$ cat config.mk
export PLATFORM = sky130hd
export DESIGN_NAME = ptst_top
export DESIGN_NICKNAME = d
export VERILOG_FILES = /design/src/rtl/ptst_pkg.sv /design/src/rtl/ptst_gen.sv /design/src/rtl/ptst_chk.sv /design/src/rtl/ptst_cnt.sv /design/src/rtl/ptst_top.sv
export SDC_FILE = /design/constraint.sdc
export NUM_CORES = 1
export LEC_CHECK = 0
export BUFFER_PORTS_ARGS = -buffer_cell sky130_fd_sc_hd__buf_2
export CAP_MARGIN = 20
export CELL_PAD_IN_SITES_DETAIL_PLACEMENT = 0
export CELL_PAD_IN_SITES_GLOBAL_PLACEMENT = 2
export CORE_MARGIN = 2
export CORE_UTILIZATION = 40
export CTS_BUF_LIST = sky130_fd_sc_hd__clkbuf_16
export CTS_CLUSTER_SIZE = 24
export DETAILED_ROUTE_END_ITERATION = 6
export GPL_TIMING_DRIVEN = 0
export PLACE_DENSITY_LB_ADDON = 0.25
export SLEW_MARGIN = 20
export SYNTH_ARGS = -nofsm -noshare
export SYNTH_HDL_FRONTEND = slang
export SYNTH_HIERARCHICAL = 1
export SYNTH_SLANG_ARGS = --single-unit
$ cat constraint.sdc
create_clock -name clk -period 5.4 [get_ports clk]
set_input_delay 0.81 -clock clk [delete_from_list [all_inputs] [get_ports clk]]
set_output_delay 0.81 -clock clk [all_outputs]
set_load 0.02 [all_outputs]
$ cat src/rtl/ptst_pkg.sv
// Shared constants and pattern arithmetic for the PRBS/QRSS tester.
// Assumes state bit 0 holds the most recent raw bit.
package ptst_pkg;
    localparam int PRBS_N    = 15;   // E1 register length
    localparam int PRBS_T    = 14;   // E1 second tap
    localparam int QRSS_N    = 20;   // T1/J1 register length
    localparam int QRSS_T    = 17;   // T1/J1 second tap
    localparam int QRSS_ZMAX = 14;   // longest allowed zero run
    localparam int ST_W      = QRSS_N;

    typedef enum logic {PAT_E1 = 1'b0, PAT_T1 = 1'b1} pat_mode_e;

    // Next raw sequence bit from the history register.
    function automatic logic pat_raw(input logic [ST_W-1:0] s, input logic t1);
        return t1 ? (s[QRSS_N-1] ^ s[QRSS_T-1]) : (s[PRBS_N-1] ^ s[PRBS_T-1]);
    endfunction

    // True when the zero-run limit forces the emitted bit to one.
    function automatic logic pat_force(input logic [ST_W-1:0] s, input logic t1);
        return t1 && (s[QRSS_ZMAX-1:0] == '0);
    endfunction

    // True when the active part of the register is all zero.
    function automatic logic pat_zero(input logic [ST_W-1:0] s, input logic t1);
        return t1 ? (s[QRSS_N-1:0] == '0) : (s[PRBS_N-1:0] == '0);
    endfunction
endpackage

$ cat src/rtl/ptst_gen.sv
// Pattern generator: steps one bit per enabled cycle and emits the
// (zero-limited in T1 mode) pattern bit. Assumes the mode is static
// while running; an all-zero active state is replaced by all ones.
module ptst_gen
    import ptst_pkg::*;
(
    input  logic clk,
    input  logic rst_n,
    input  logic ce,
    input  logic en,
    input  logic t1,
    output logic bit_o
);
    logic [ST_W-1:0] st_q;
    logic            raw;

    // Raw and emitted bits from the current history.
    always_comb begin
        raw   = pat_raw(st_q, t1);
        bit_o = raw | pat_force(st_q, t1);
    end

    // History register update with an all-zero guard.
    always_ff @(posedge clk) begin
        if (!rst_n)
            st_q <= '1;
        else if (ce && en) begin
            if (pat_zero(st_q, t1))
                st_q <= '1;
            else
                st_q <= {st_q[ST_W-2:0], raw};
        end
    end

    AST_GEN_NONZERO: assert property (@(posedge clk) disable iff (!rst_n)
        (ce && en) |=> !pat_zero(st_q, $past(t1)));
    AST_GEN_HOLD: assert property (@(posedge clk) disable iff (!rst_n)
        !(ce && en) |=> $stable(st_q));
endmodule

$ cat src/rtl/ptst_chk.sv
// Pattern checker: hunts by loading received bits, locks after a run
// of correct predictions, then free-runs and drops lock when a fixed
// window collects too many errors. Assumes the mode is static.
module ptst_chk
    import ptst_pkg::*;
#(
    parameter int SYNC_RUN  = 32,
    parameter int WIN_LEN   = 64,
    parameter int LOSS_ERRS = 6
) (
    input  logic clk,
    input  logic rst_n,
    input  logic ce,
    input  logic en,
    input  logic t1,
    input  logic rx,
    output logic sync_o,
    output logic err_o
);
    localparam int RUN_W = $clog2(SYNC_RUN);
    localparam int WIN_W = $clog2(WIN_LEN);
    localparam int WE_W  = $clog2(LOSS_ERRS + 1);

    logic [ST_W-1:0]  ref_q;
    logic             sync_q;
    logic [RUN_W-1:0] run_q;
    logic [WIN_W-1:0] win_q;
    logic [WE_W-1:0]  werr_q;
    logic             raw, frc, miss, refz, load_b;
    logic [WE_W-1:0]  werr_nx;

    // Prediction, mismatch and the bit to load while hunting.
    always_comb begin
        raw     = pat_raw(ref_q, t1);
        frc     = pat_force(ref_q, t1);
        miss    = rx ^ (raw | frc);
        refz    = pat_zero(ref_q, t1);
        load_b  = (frc && rx) ? raw : rx;
        werr_nx = werr_q + WE_W'(miss);
    end

    // Hunt / lock state machine with windowed error tally.
    always_ff @(posedge clk) begin
        if (!rst_n) begin
            ref_q  <= '1;
            sync_q <= 1'b0;
            run_q  <= '0;
            win_q  <= '0;
            werr_q <= '0;
        end else if (!en) begin
            sync_q <= 1'b0;
            run_q  <= '0;
            win_q  <= '0;
            werr_q <= '0;
        end else if (ce) begin
            if (!sync_q) begin
                ref_q <= {ref_q[ST_W-2:0], load_b};
                if (miss || refz)
                    run_q <= '0;
                else if (run_q == RUN_W'(SYNC_RUN - 1)) begin
                    sync_q <= 1'b1;
                    run_q  <= '0;
                    win_q  <= '0;
                    werr_q <= '0;
                end else
                    run_q <= run_q + 1'b1;
            end else begin
                ref_q <= {ref_q[ST_W-2:0], raw};
                if (werr_nx >= WE_W'(LOSS_ERRS)) begin
                    sync_q <= 1'b0;
                    run_q  <= '0;
                    win_q  <= '0;
                    werr_q <= '0;
                end else if (win_q == WIN_W'(WIN_LEN - 1)) begin
                    win_q  <= '0;
                    werr_q <= '0;
                end else begin
                    win_q  <= win_q + 1'b1;
                    werr_q <= werr_nx;
                end
            end
        end
    end

    assign sync_o = sync_q;
    assign err_o  = en && ce && sync_q && miss;

    AST_SYNC_RUN: assert property (@(posedge clk) disable iff (!rst_n)
        $rose(sync_q) |-> ($past(run_q) == RUN_W'(SYNC_RUN - 1)));
    AST_SYNC_LOSS: assert property (@(posedge clk) disable iff (!rst_n)
        ($fell(sync_q) && $past(en)) |-> ($past(werr_q) == WE_W'(LOSS_ERRS - 1)));
    AST_CHK_OFF: assert property (@(posedge clk) disable iff (!rst_n)
        !en |=> !sync_q);
    AST_ZERO_NO_LOCK: assert property (@(posedge clk) disable iff (!rst_n)
        (!sync_q && refz) |=> !sync_q);
endmodule

$ cat src/rtl/ptst_cnt.sv
// Saturating event counter with latch-and-restart. Assumes one event
// at most per cycle.
module ptst_cnt #(
    parameter int CNT_W = 16
) (
    input  logic             clk,
    input  logic             rst_n,
    input  logic             inc,
    input  logic             latch,
    output logic [CNT_W-1:0] hold_o
);
    localparam logic [CNT_W-1:0] CNT_MAX = '1;

    logic [CNT_W-1:0] cnt_q;
    logic [CNT_W-1:0] hold_q;

    // Running count, saturating, restarted by the latch strobe.
    always_ff @(posedge clk) begin
        if (!rst_n) begin
            cnt_q  <= '0;
            hold_q <= '0;
        end else if (latch) begin
            hold_q <= cnt_q;
            cnt_q  <= CNT_W'(inc);
        end else if (inc && cnt_q != CNT_MAX)
            cnt_q <= cnt_q + 1'b1;
    end

    assign hold_o = hold_q;

    AST_CNT_SAT: assert property (@(posedge clk) disable iff (!rst_n)
        (cnt_q == CNT_MAX && !latch) |=> (cnt_q == CNT_MAX));
    AST_LATCH_RESTART: assert property (@(posedge clk) disable iff (!rst_n)
        latch |=> (cnt_q <= CNT_W'(1)));
    AST_HOLD_STABLE: assert property (@(posedge clk) disable iff (!rst_n)
        !latch |=> $stable(hold_q));
endmodule

$ cat src/rtl/ptst_top.sv
// PRBS/QRSS pattern tester top: generator with transmit switch,
// self-synchronising checker and a shared saturating error counter.
module ptst_top
    import ptst_pkg::*;
#(
    parameter int SYNC_RUN  = 32,
    parameter int WIN_LEN   = 64,
    parameter int LOSS_ERRS = 6,
    parameter int CNT_W     = 16
) (
    input  logic             clk,
    input  logic             rst_n,
    input  logic             ce_i,
    input  logic             mode_i,
    input  logic             gen_en_i,
    input  logic             tx_data_i,
    output logic             tx_data_o,
    input  logic             chk_en_i,
    input  logic             rx_data_i,
    output logic             sync_o,
    input  logic             cnt_sel_i,
    input  logic             lcv_i,
    input  logic             latch_i,
    output logic [CNT_W-1:0] cnt_o
);
    pat_mode_e mode;
    logic      t1, gen_bit, pat_err, cnt_inc;

    // Mode decode and counter source select.
    always_comb begin
        mode    = pat_mode_e'(mode_i);
        t1      = (mode == PAT_T1);
        cnt_inc = cnt_sel_i ? (lcv_i && ce_i) : pat_err;
    end

    assign tx_data_o = gen_en_i ? gen_bit : tx_data_i;

    ptst_gen u_gen (
        .clk   (clk),
        .rst_n (rst_n),
        .ce    (ce_i),
        .en    (gen_en_i),
        .t1    (t1),
        .bit_o (gen_bit)
    );

    ptst_chk #(
        .SYNC_RUN  (SYNC_RUN),
        .WIN_LEN   (WIN_LEN),
        .LOSS_ERRS (LOSS_ERRS)
    ) u_chk (
        .clk    (clk),
        .rst_n  (rst_n),
        .ce     (ce_i),
        .en     (chk_en_i),
        .t1     (t1),
        .rx     (rx_data_i),
        .sync_o (sync_o),
        .err_o  (pat_err)
    );

    ptst_cnt #(
        .CNT_W (CNT_W)
    ) u_cnt (
        .clk    (clk),
        .rst_n  (rst_n),
        .inc    (cnt_inc),
        .latch  (latch_i),
        .hold_o (cnt_o)
    );
endmodule

==> metrics.md, run 1 <==
| Metric | Value |
|---|---|
| Outcome | completed |
| Max Root-Sink Buffers | 2 |
| DP HPWL | 6170 µm |
| Mapped cell area | 3890 µm² |
| Total track usage | 0.176 |
| Area Growth Syn to Fin | 16.0% |
| PD cells | 308 nW/µm² |
| Post-synth EDFFs | 0 |
| Vias in the first global route | 3140 |
| P_leak | 1.69 nW |
| Critical Path AT | 4.29 ns |
| Worst slew pin tran | 0.585 ns |
| Final Max Tran Viols | 0 |
| Starting density of the core | 0.406 |
| Final Hold Fails | 0 |
| Hold Path Class | flip-flop to flip-flop |
| Peak VDD IR | 0.156 mV |
| RSZ-0062 raised after global routing | false |
| XOR/XNOR share of the synthesized area | 0.0135 |
| Gpl congestion | 0.794 |
| Dominant cell type by area after synthesis | dfxtp_1 |
| Fmax achieved | 247 MHz |
| Sum Neg Setup Slack | 0 ns |
| Final core occ | 0.471 |
| Final ANT Viol Nets | 0 |
| Cells after Synth | 435 |
| Mapped Nets | 452 |
| WL final | 8810 µm |
| Cells resized by post-CTS repair | 0 |
| Leading register cell type out of synthesis | dfxtp_1 |
| FP Rows | 36 |
| Worst hold path depth | 2 |
| Syn avg cell area | 8.95 µm² |
| TritonCTS clock tree | yes |
| Hold_buf cts | 0 |
| Final period util | 0.751 |
| Initial antenna violation count | 0 |
| Setup Skew | 0.00491 ns |
| Share of the synthesized area in the top cell type | 0.447 |
| Tmin final | 4.06 ns |
| Area contributors post-synth | dfxtp_1 (45%), nand2_1 (6.5%), o22a_2 (4.9%) |
| Initial DRC count | 116 |
| Synthesized-area fraction occupied by adder cells | 0.0193 |
| Post-CTS setup buffers | 0 |
| DIE AREA | 10500 µm² |
| Worst Reg-to-Reg Cells | 13 |
| Via count | 3333 |
| Total power | 1.39 mW |
| Avg WL per Cell | 14.4 µm |
| Synth unique cells | 59 |
| CORE AREA | 9590 µm² |
| IO Count | 29 |
| Clk sinks | 87 |
| Port bufs | 28 |
| MaxCap Viol Count | 0 |
| Mux contribution to synthesized area | 0.0501 |
| Crit path max fanout | 7 |
| Synthesis-stage register bit count | 87 |
| Die Width | 103 µm |
| Synth warn | 6 |
| H-tree level count | 3 |
| DR pass1 iterations | 4 |
| Fill count | 941 |
| GRT overflow | 0 |
| Height of the die | 103 µm |
| DRC errors left | 0 |
| CP startpoint kind | primary input |
| Req. time, crit path | 5.64 ns |
| Crit end category | flip-flop |
| Compound-Gate Fraction of Synth Area | 0.184 |
| Clock insertion delay at the later pin of the skew report | 0.32 ns |
| Vias per cell | 5.45 |
| Simple-Gate Fraction of Synth Area | 0.250 |
| Root Driver | clkbuf_16 |
| Cts bufs inserted | 9 |
| Setup Crit Path Kind | primary input to flip-flop |
| NumNets Final | 491 |
| Slew margin rel. | 0.609 |
| Setup-failing EPs final | 0 |
| CTS clk-pin slew, worst paths | 0.06 ns |
| # diodes | 0 |
| Largest net degree at the start of global routing | 17 |
| First-pass GRT wire length | 14800 µm |
| Seq/Total Area, Yosys | 0.447 |
| Fraction of layout cells with a size suffix above 1 | 0.171 |
| Post-synthesis async set-or-reset flop share | 0 |
| Largest family of logic cells by synthesized area | simple AND/OR/NAND/NOR gates |
-- cell families (layout without fill, tap and decap cells) --
family	after synthesis	count (layout)
muxes	19	19
adders and majority gates	6	6
AOI/OAI and AO/OA	96	96
xor gates and xnor gates	6	6
buffers and inverters	32	76
DFF	87	87
and+or+nand+nor	189	189
-- area by class of cell --
| class | count | area (µm²) | share of cell area |
|---|---|---|---|
| Sequential cell | 87 | 1740 | 0.386 |
| Tap cell | 133 | 166 | 0.0369 |
| Inverter | 11 | 41.3 | 0.00915 |
| Clock inverter | 7 | 90.1 | 0.0200 |
| Multi-Input combinational cell | 316 | 2010 | 0.445 |
| Buffer | 21 | 100 | 0.0222 |
| Timing Repair Buffer | 28 | 140 | 0.0310 |
| Clock buffer | 9 | 225 | 0.0499 |
-- cells in the mapped netlist (4+ instances only) --
| cell type | count |
|---|---|
| mux2i_1 | 18 |
| or4_1 | 6 |
| o22a_2 | 19 |
| clkbuf_1 | 14 |
| and2_1 | 4 |
| o21ai_0 | 19 |
| nor3_1 | 10 |
| a21oi_1 | 14 |
| ha_1 | 6 |
| nor2b_1 | 17 |
| nand2_1 | 67 |
| a41oi_1 | 6 |
| buf_2 | 5 |
| nand4_1 | 7 |
| nor2_1 | 16 |
| nand3_1 | 34 |
| dfxtp_1 | 87 |
| a31oi_1 | 7 |
| nor4_1 | 8 |
| inv_1 | 11 |
-- layer usage --
metal  up-vias  GRT usage  routed length (µm)
met2        46      0.293                4110
met1      1600      0.235                4410
met4         0     0.0626                  99
met3         7     0.0244                 185
met5         -          0                   0
li1       1680          -                   -
-- cells in the final DEF (no fill, tap or decap), drive strengths merged, types with 3 or more instances in the layout --
cell type  instances
dfxtp             87
nand2             67
nand3             36
buf               35
clkbuf            23
o22a              20
o21ai             19
mux2i             18
nor2b             17
nor2              16
a21oi             14
inv               13
nor3              12
nor4               8
or4                8
nand4              7
a31oi              7
a41oi              6
ha                 6
and2               4
and3               4
xor2               3
xnor2              3
o22ai              3
o21a               3
o31ai              3
a211oi             3
clkinv             3
-- worst max-delay path, cell delays in order --
cell and delay (ns):
buf_2 0.18, or3b_2 0.46, or4_4 0.45, nand2_1 0.10
xnor2_1 0.26, inv_1 0.10, ha_1 0.21, ha_1 0.22
xnor2_1 0.29, o21ai_0 0.25, nor2_1 0.38, and2_1 0.27
nand2_1 0.07, a311oi_1 0.24
-- registers in the layout (all words and copies together) (netlist names) --
| register | flops |
|---|---|
| u_chk/werr_q | 3 |
| u_chk/run_q | 5 |
| u_chk/sync_o | 1 |
| u_chk/win_q | 6 |
| u_gen/st_q | 20 |
| u_chk/ref_q | 20 |
| u_cnt/hold_o | 16 |
| u_cnt/cnt_q | 16 |
-- metrics by stage --
step	worst slack, ns	std cells	hold slack [ns]	instance area [µm²]
2_1_floorplan	1.76	435	0.432	3890
6_report	1.34	612	0.465	4510
3_3_place_gp	1.03	596	0.445	4200
4_1_cts	1.36	612	0.476	4510
5_1_grt	1.07	612	0.495	4510
3_5_place_dp	1.05	596	0.460	4200
-- power breakdown --
part	leakage, nW	switching, mW	internal, mW	total [mW]
clock	0.162	0.247	0.403	0.650
sequential	0.706	0.00996	0.653	0.663
combinational	0.824	0.0481	0.0287	0.0768
-- path summary, 6_finish.rpt --
kind,from,endpoint,slack (ns)
min,u_chk/run_q[4],u_chk/run_q[4],0.47
max reg2reg,u_chk/ref_q[10],u_chk/win_q[1],1.47
max,mode_i,u_chk/win_q[1],1.34
min reg2reg,u_chk/run_q[4],u_chk/run_q[4],0.47
Power figures use the tool's default switching activity.
==> inputs of run 2 (changes only) <==
--- a/config.mk
+++ b/config.mk
@@ -10,7 +10,7 @@
 export CELL_PAD_IN_SITES_DETAIL_PLACEMENT = 0
 export CELL_PAD_IN_SITES_GLOBAL_PLACEMENT = 2
 export CORE_MARGIN = 2
-export CORE_UTILIZATION = 40
+export CORE_UTILIZATION = 33
 export CTS_BUF_LIST = sky130_fd_sc_hd__clkbuf_16
 export CTS_CLUSTER_SIZE = 24
 export DETAILED_ROUTE_END_ITERATION = 6
==> constraint.sdc (replaced) <==
create_clock -name clk -period 3.5 [get_ports clk]
set_input_delay 0.525 -clock clk [delete_from_list [all_inputs] [get_ports clk]]
set_output_delay 0.525 -clock clk [all_outputs]
set_load 0.02 [all_outputs]
==> metrics.md, run 2 (synthesized netlist as in run 1, its figures left out) <==
| Metric | Value |
|---|---|
| Crit path max fanout | 8 |
| Root Driver | clkbuf_16 |
| Height of the die | 113 µm |
| Cts bufs inserted | 9 |
| Max Root-Sink Buffers | 2 |
| Pre-CTS setup slack | -0.623 ns |
| Fill count | 1150 |
| P_leak | 1.71 nW |
| Sum Neg Setup Slack | 0 ns |
| Port bufs | 28 |
| CP startpoint | u_chk/ref_q[10] |
| Reg2Reg Setup Slack | 0.15 ns |
| Crit end category | flip-flop |
| Starting density of the core | 0.339 |
| Clock insertion delay at the later pin of the skew report | 0.34 ns |
| Hold Path Class | flip-flop to flip-flop |
| Hold_ws | 0.463 ns |
| CORE AREA | 11500 µm² |
| Critical path cell sequence | or4_4 > or4_4 > nand2_4 > xnor2_4 > nor3_2 > inv_1 > o21ai_1 > buf_4 > and4_4 > nand4_1 > or4_1 > a21oi_1 |
| Setup Skew | 0.00603 ns |
| Critical Path AT | 3.62 ns |
| CP startpoint kind | flip-flop |
| Largest net degree at the start of global routing | 17 |
| Worst Reg-to-Reg Cells | 12 |
| Via count | 3285 |
| Clock share of power | 0.429 |
| Setup Crit Path Kind | flip-flop to flip-flop |
| Most frequent cells in the layout | dfxtp_1 (87), nand2_1 (66), nand3_1 (33) |
| Final core occ | 0.402 |
| Largest regs | u_chk/ref_q (20), u_gen/st_q (20) |
| PD cells | 439 nW/µm² |
| Initial DRC count | 134 |
| Sw frac | 0.241 |
| IO Count | 29 |
| Fmax achieved | 298 MHz |
| Worst hold start | u_chk/run_q[4] |
| DIE AREA | 12700 µm² |
| Final ANT Viol Nets | 0 |
| Largest stage delay, worst path | 0.59 ns |
| Area after DPL | 4210 µm² |
| Psw | 0.487 mW |
| Internal cell power | 1.53 mW |
| Die Width | 113 µm |
| MaxCap Viol Count | 0 |
| Worst hold path depth | 2 |
| H-tree level count | 3 |
| RSZ-0062 raised after global routing | true |
| Final setup margin | 0.147 ns |
| Fraction of layout cells with a size suffix above 1 | 0.209 |
| CP top delay family | simple AND/OR/NAND/NOR gates |
| Vias per cell | 5.21 |
| Outcome | completed |
| CTS clk-pin slew, worst paths | 0.06 ns |
| Slew margin rel. | 0.593 |
| DR pass1 iterations | 4 |
| Gpl congestion | 0.788 |
| Req. time, crit path | 3.77 ns |
| Crit-path most repeated cell | or4_4 |
| Comb pwr share | 0.064 |
| Worst slew pin tran | 0.610 ns |
| Final Max Tran Viols | 0 |
| Reg2reg start | u_chk/ref_q[10] |
| Min-Delay Endpoint | u_chk/run_q[4] |
| Final Hold Fails | 0 |
| Avg WL per Cell | 14.6 µm |
| Clk sinks | 87 |
| NumNets Final | 499 |
| Peak VDD IR | 0.242 mV |
| Final Cell Area | 4610 µm² |
| Tmin final | 3.35 ns |
| Crit-path slowest cell | or4_4 |
| First-pass GRT wire length | 15500 µm |
| DP HPWL | 6410 µm |
| Area Growth Syn to Fin | 18.3% |
| Commonest non-fill, non-tap cell in the layout | dfxtp_1 |
| WL final | 9190 µm |
| DRC errors left | 0 |
| Vias in the first global route | 3178 |
| Share of power burned in registers | 0.507 |
| Final period util | 0.958 |
| Setup-failing EPs final | 0 |
| TritonCTS clock tree | yes |
| Initial antenna violation count | 0 |
| FP Rows | 39 |
| GRT overflow | 0 |
| # diodes | 0 |
| Total track usage | 0.153 |
| Crit path buf inv count | 2 |
| Crit Reg-Reg Endpoint | u_cnt/cnt_q[14] |
## run 2: per-layer routing
layer,part of all wire,GRT usage,vias to the layer above
met1,0.48,0.196,1550
met2,0.46,0.238,37
met3,0.026,0.0308,16
met5,0,0,-
li1,-,-,1682
met4,0.030,0.0902,0
## run 2: how the worst max path moves through the flow
stage	to	depth (start not counted)
after global placement	u_chk/win_q[1]	14
after CTS	u_cnt/cnt_q[14]	12
after global routing	u_cnt/cnt_q[14]	12
final	u_cnt/cnt_q[14]	12
after floorplan	u_chk/werr_q[0]	13
after detailed placement	u_chk/win_q[1]	14
## run 2: power by group through the flow
stage                     sequential (mW)  clock [mW]  combinational, mW
final                                1.02       0.867              0.129
after global routing                 1.03       0.943              0.146
after CTS                            1.02       0.904              0.124
after detailed placement             1.05           0              0.121
after global placement               1.05           0              0.120
after floorplan                      1.04           0             0.0836
## run 2: timing repair
item	in CTS	in global routing
hold buffers	0	0
setup buffers	2	6
resized for setup	9	8
pin swaps	1	4
endpoints found under the setup margin	19	19
## run 2: cell type report
cell class / instances / area (µm²) / share of cell area
multi-input cells: 316 / 2080 / 0.451
flip-flops and latches: 87 / 1740 / 0.378
clock buffers: 9 / 225 / 0.0489
repair buffers: 36 / 200 / 0.0435
well taps: 143 / 179 / 0.0388
plain buffers: 21 / 103 / 0.0223
inverters: 11 / 41.3 / 0.00896
clock inverters: 7 / 40.0 / 0.00869
## run 2: stage by stage
step	power, mW	cells
global placement	1.16	606
finish	2.02	630
CTS	2.05	624
floorplan	1.13	435
global route	2.11	630
detailed placement	1.17	606
## run 2: worst min-delay path: stages, from the launching register on
cell     delay, ns
dfxtp_1       0.33
nand2_1       0.05
o21ai_0       0.06
==> inputs of run 3 (changes only) <==
--- a/config.mk
+++ b/config.mk
@@ -9,9 +9,8 @@
 export CAP_MARGIN = 20
 export CELL_PAD_IN_SITES_DETAIL_PLACEMENT = 0
 export CELL_PAD_IN_SITES_GLOBAL_PLACEMENT = 2
-export CORE_MARGIN = 2
-export CORE_UTILIZATION = 33
-export CTS_BUF_LIST = sky130_fd_sc_hd__clkbuf_16
+export CORE_UTILIZATION = 35
+export CTS_BUF_LIST = sky130_fd_sc_hd__clkbuf_2
 export CTS_CLUSTER_SIZE = 24
 export DETAILED_ROUTE_END_ITERATION = 6
 export GPL_TIMING_DRIVEN = 0
==> metrics.md, run 3 (synthesized netlist as in run 1, its figures left out) <==
| Metric | Value |
|---|---|
| Largest net degree at the start of global routing | 17 |
| Crit path max fanout | 6 |
| DP HPWL | 6250 µm |
| Area Growth Syn to Fin | 15.2% |
| GRT overflow | 0 |
| Height of the die | 107 µm |
| Final Cell Area | 4480 µm² |
| Cts bufs inserted | 9 |
| CP startpoint kind | flip-flop |
| Setup Crit Path Kind | flip-flop to flip-flop |
| Slew margin rel. | 0.563 |
| Largest regs | u_chk/ref_q (20), u_gen/st_q (20) |
| H-tree level count | 3 |
| Final Max Tran Viols | 0 |
| Vias per cell | 5.29 |
| PD cells | 380 nW/µm² |
| CTS clk-pin slew, worst paths | 0.26 ns |
| Req. time, crit path | 4.01 ns |
| Setup-failing EPs final | 0 |
| Port bufs | 28 |
| Final ANT Viol Nets | 0 |
| Peak VDD IR | 0.180 mV |
| Worst Reg-to-Reg Cells | 13 |
| Non-filler cells, final | 628 |
| WL final | 9110 µm |
| Die Width | 107 µm |
| Crit end category | flip-flop |
| Initial antenna violation count | 0 |
| # diodes | 0 |
| CORE AREA | 10800 µm² |
| Clock insertion delay at the later pin of the skew report | 0.57 ns |
| Critical Path AT | 3.87 ns |
| Critical path cell sequence | or4_4 > or4_4 > nand2_4 > xnor2_4 > nor3_2 > inv_1 > o21ai_1 > buf_4 > and4_4 > nand4_1 > buf_4 > or3_1 > a21oi_2 |
| Initial DRC count | 151 |
| Share of power burned in registers | 0.603 |
| IO Count | 29 |
| CP top delay family | simple AND/OR/NAND/NOR gates |
| Gpl congestion | 0.759 |
| Comb pwr share | 0.076 |
| Worst hold start | chk_en_i |
| P_leak | 1.65 nW |
| Crit Reg-Reg Endpoint | u_cnt/cnt_q[10] |
| Hold Path Class | primary input to flip-flop |
| Sum Neg Setup Slack | 0 ns |
| Clock share of power | 0.321 |
| Crit path buf inv count | 3 |
| Internal cell power | 1.24 mW |
| NumNets Final | 500 |
| DRC errors left | 0 |
| Fmax achieved | 298 MHz |
| Fraction of layout cells with a size suffix above 1 | 0.219 |
| Reg2reg start | u_chk/ref_q[10] |
| Fill count | 1120 |
| Worst slew pin tran | 0.650 ns |
| Psw | 0.467 mW |
| Total track usage | 0.172 |
| Largest stage delay, worst path | 0.57 ns |
| FP Rows | 38 |
| Setup Skew | 0.0285 ns |
| DIE AREA | 11500 µm² |
| Avg WL per Cell | 14.5 µm |
| Area after DPL | 4210 µm² |
| Sw frac | 0.274 |
| Outcome | completed |
| Reg2Reg Setup Slack | 0.14 ns |
| Placed instance count | 603 |
| Starting density of the core | 0.359 |
| Worst hold path depth | 4 |
| Most frequent cells in the layout | dfxtp_1 (85), nand2_1 (66), nand3_1 (33) |
| First-pass GRT wire length | 15500 µm |
| Min-Delay Endpoint | u_chk/ref_q[2] |
| Commonest non-fill, non-tap cell in the layout | dfxtp_1 |
| Root Driver | clkbuf_2 |
| TritonCTS clock tree | yes |
| Tmin final | 3.36 ns |
| Vias in the first global route | 3186 |
| DR pass1 iterations | 4 |
| Max Root-Sink Buffers | 2 |
| Via count | 3322 |
| Final Hold Fails | 0 |
| MaxCap Viol Count | 0 |
| Final period util | 0.960 |
| Clk sinks | 87 |
| Crit-path slowest cell | or4_4 |
[run 3: changes by cell type in the layout (fill, tap and decap cells not counted), moves of 2 or more]
cell and change:
clkbuf_16 -9, clkbuf_2 +9, clkinv_2 -3, dfxtp_1 -2
dfxtp_2 +2, inv_6 +3
[run 3: routing by layer]
metal / wire [µm] / global-route usage / share of wire
met4: 156 / 0.0714 / 0.017
met2: 4210 / 0.276 / 0.46
met3: 245 / 0.0369 / 0.027
met5: 0 / 0 / 0
met1: 4490 / 0.223 / 0.49
[run 3: worst max path at each step]
stage	start	to	slack (ns)	cells past startpoint
after floorplan	u_chk/ref_q[10]	u_chk/werr_q[0]	0.14	13
after global placement	mode_i	u_chk/win_q[1]	-0.57	14
after detailed placement	mode_i	u_chk/werr_q[0]	-0.63	14
after CTS	u_chk/ref_q[5]	u_cnt/cnt_q[12]	0.01	13
after global routing	u_chk/ref_q[10]	u_cnt/cnt_q[10]	-0.01	13
final	u_chk/ref_q[10]	u_cnt/cnt_q[10]	0.14	13
[run 3: metrics by stage]
| stage | hold WS (ns) | utilization | total power, mW | setup slack [ns] |
|---|---|---|---|---|
| floorplan | 0.432 | - | 1.13 | 0.142 |
| global placement | 0.445 | 0.388 | 1.16 | -0.571 |
| detailed placement | 0.459 | 0.388 | 1.16 | -0.629 |
| CTS | 0.219 | 0.408 | 1.73 | 0.0109 |
| global route | 0.257 | 0.414 | 1.80 | -0.00981 |
| finish | 0.310 | 0.414 | 1.70 | 0.140 |
[run 3: repair_timing]
| action | in CTS | in global routing |
|---|---|---|
| pin swaps | 2 | 5 |
| buffers inserted | 6 | 3 |
| hold buffers | 0 | 0 |
| endpoints found under the setup margin | 20 | 20 |
| gates resized for setup | 12 | 9 |
[run 3: power by group through the flow]
stage	Combinational, mW	Clock [mW]	Sequential, mW
floorplan	0.0836	0	1.04
global placement	0.118	0	1.05
detailed placement	0.120	0	1.05
CTS	0.125	0.581	1.03
global route	0.146	0.621	1.03
finish	0.129	0.547	1.03
[run 3: area by class of cell]
| type | instances | area, µm² | area share |
|---|---|---|---|
| buffer | 21 | 103 | 0.0229 |
| clock buffer | 9 | 45.0 | 0.0100 |
| clock inverter | 7 | 77.6 | 0.0173 |
| inverter | 11 | 41.3 | 0.00921 |
| multi-input combinational | 316 | 2090 | 0.466 |
| sequential | 87 | 1740 | 0.389 |
| tap | 140 | 175 | 0.0391 |
| timing repair buffer | 37 | 208 | 0.0463 |
[run 3: worst reg2reg max path: stages, from the launching register on]
cell and delay (ns):
dfxtp_2 0.38, or4_4 0.53, or4_4 0.57, nand2_4 0.11, xnor2_4 0.09, nor3_2 0.19
inv_1 0.07, o21ai_1 0.13, buf_4 0.16, and4_4 0.26, nand4_1 0.14, buf_4 0.20
or3_1 0.33, a21oi_2 0.14
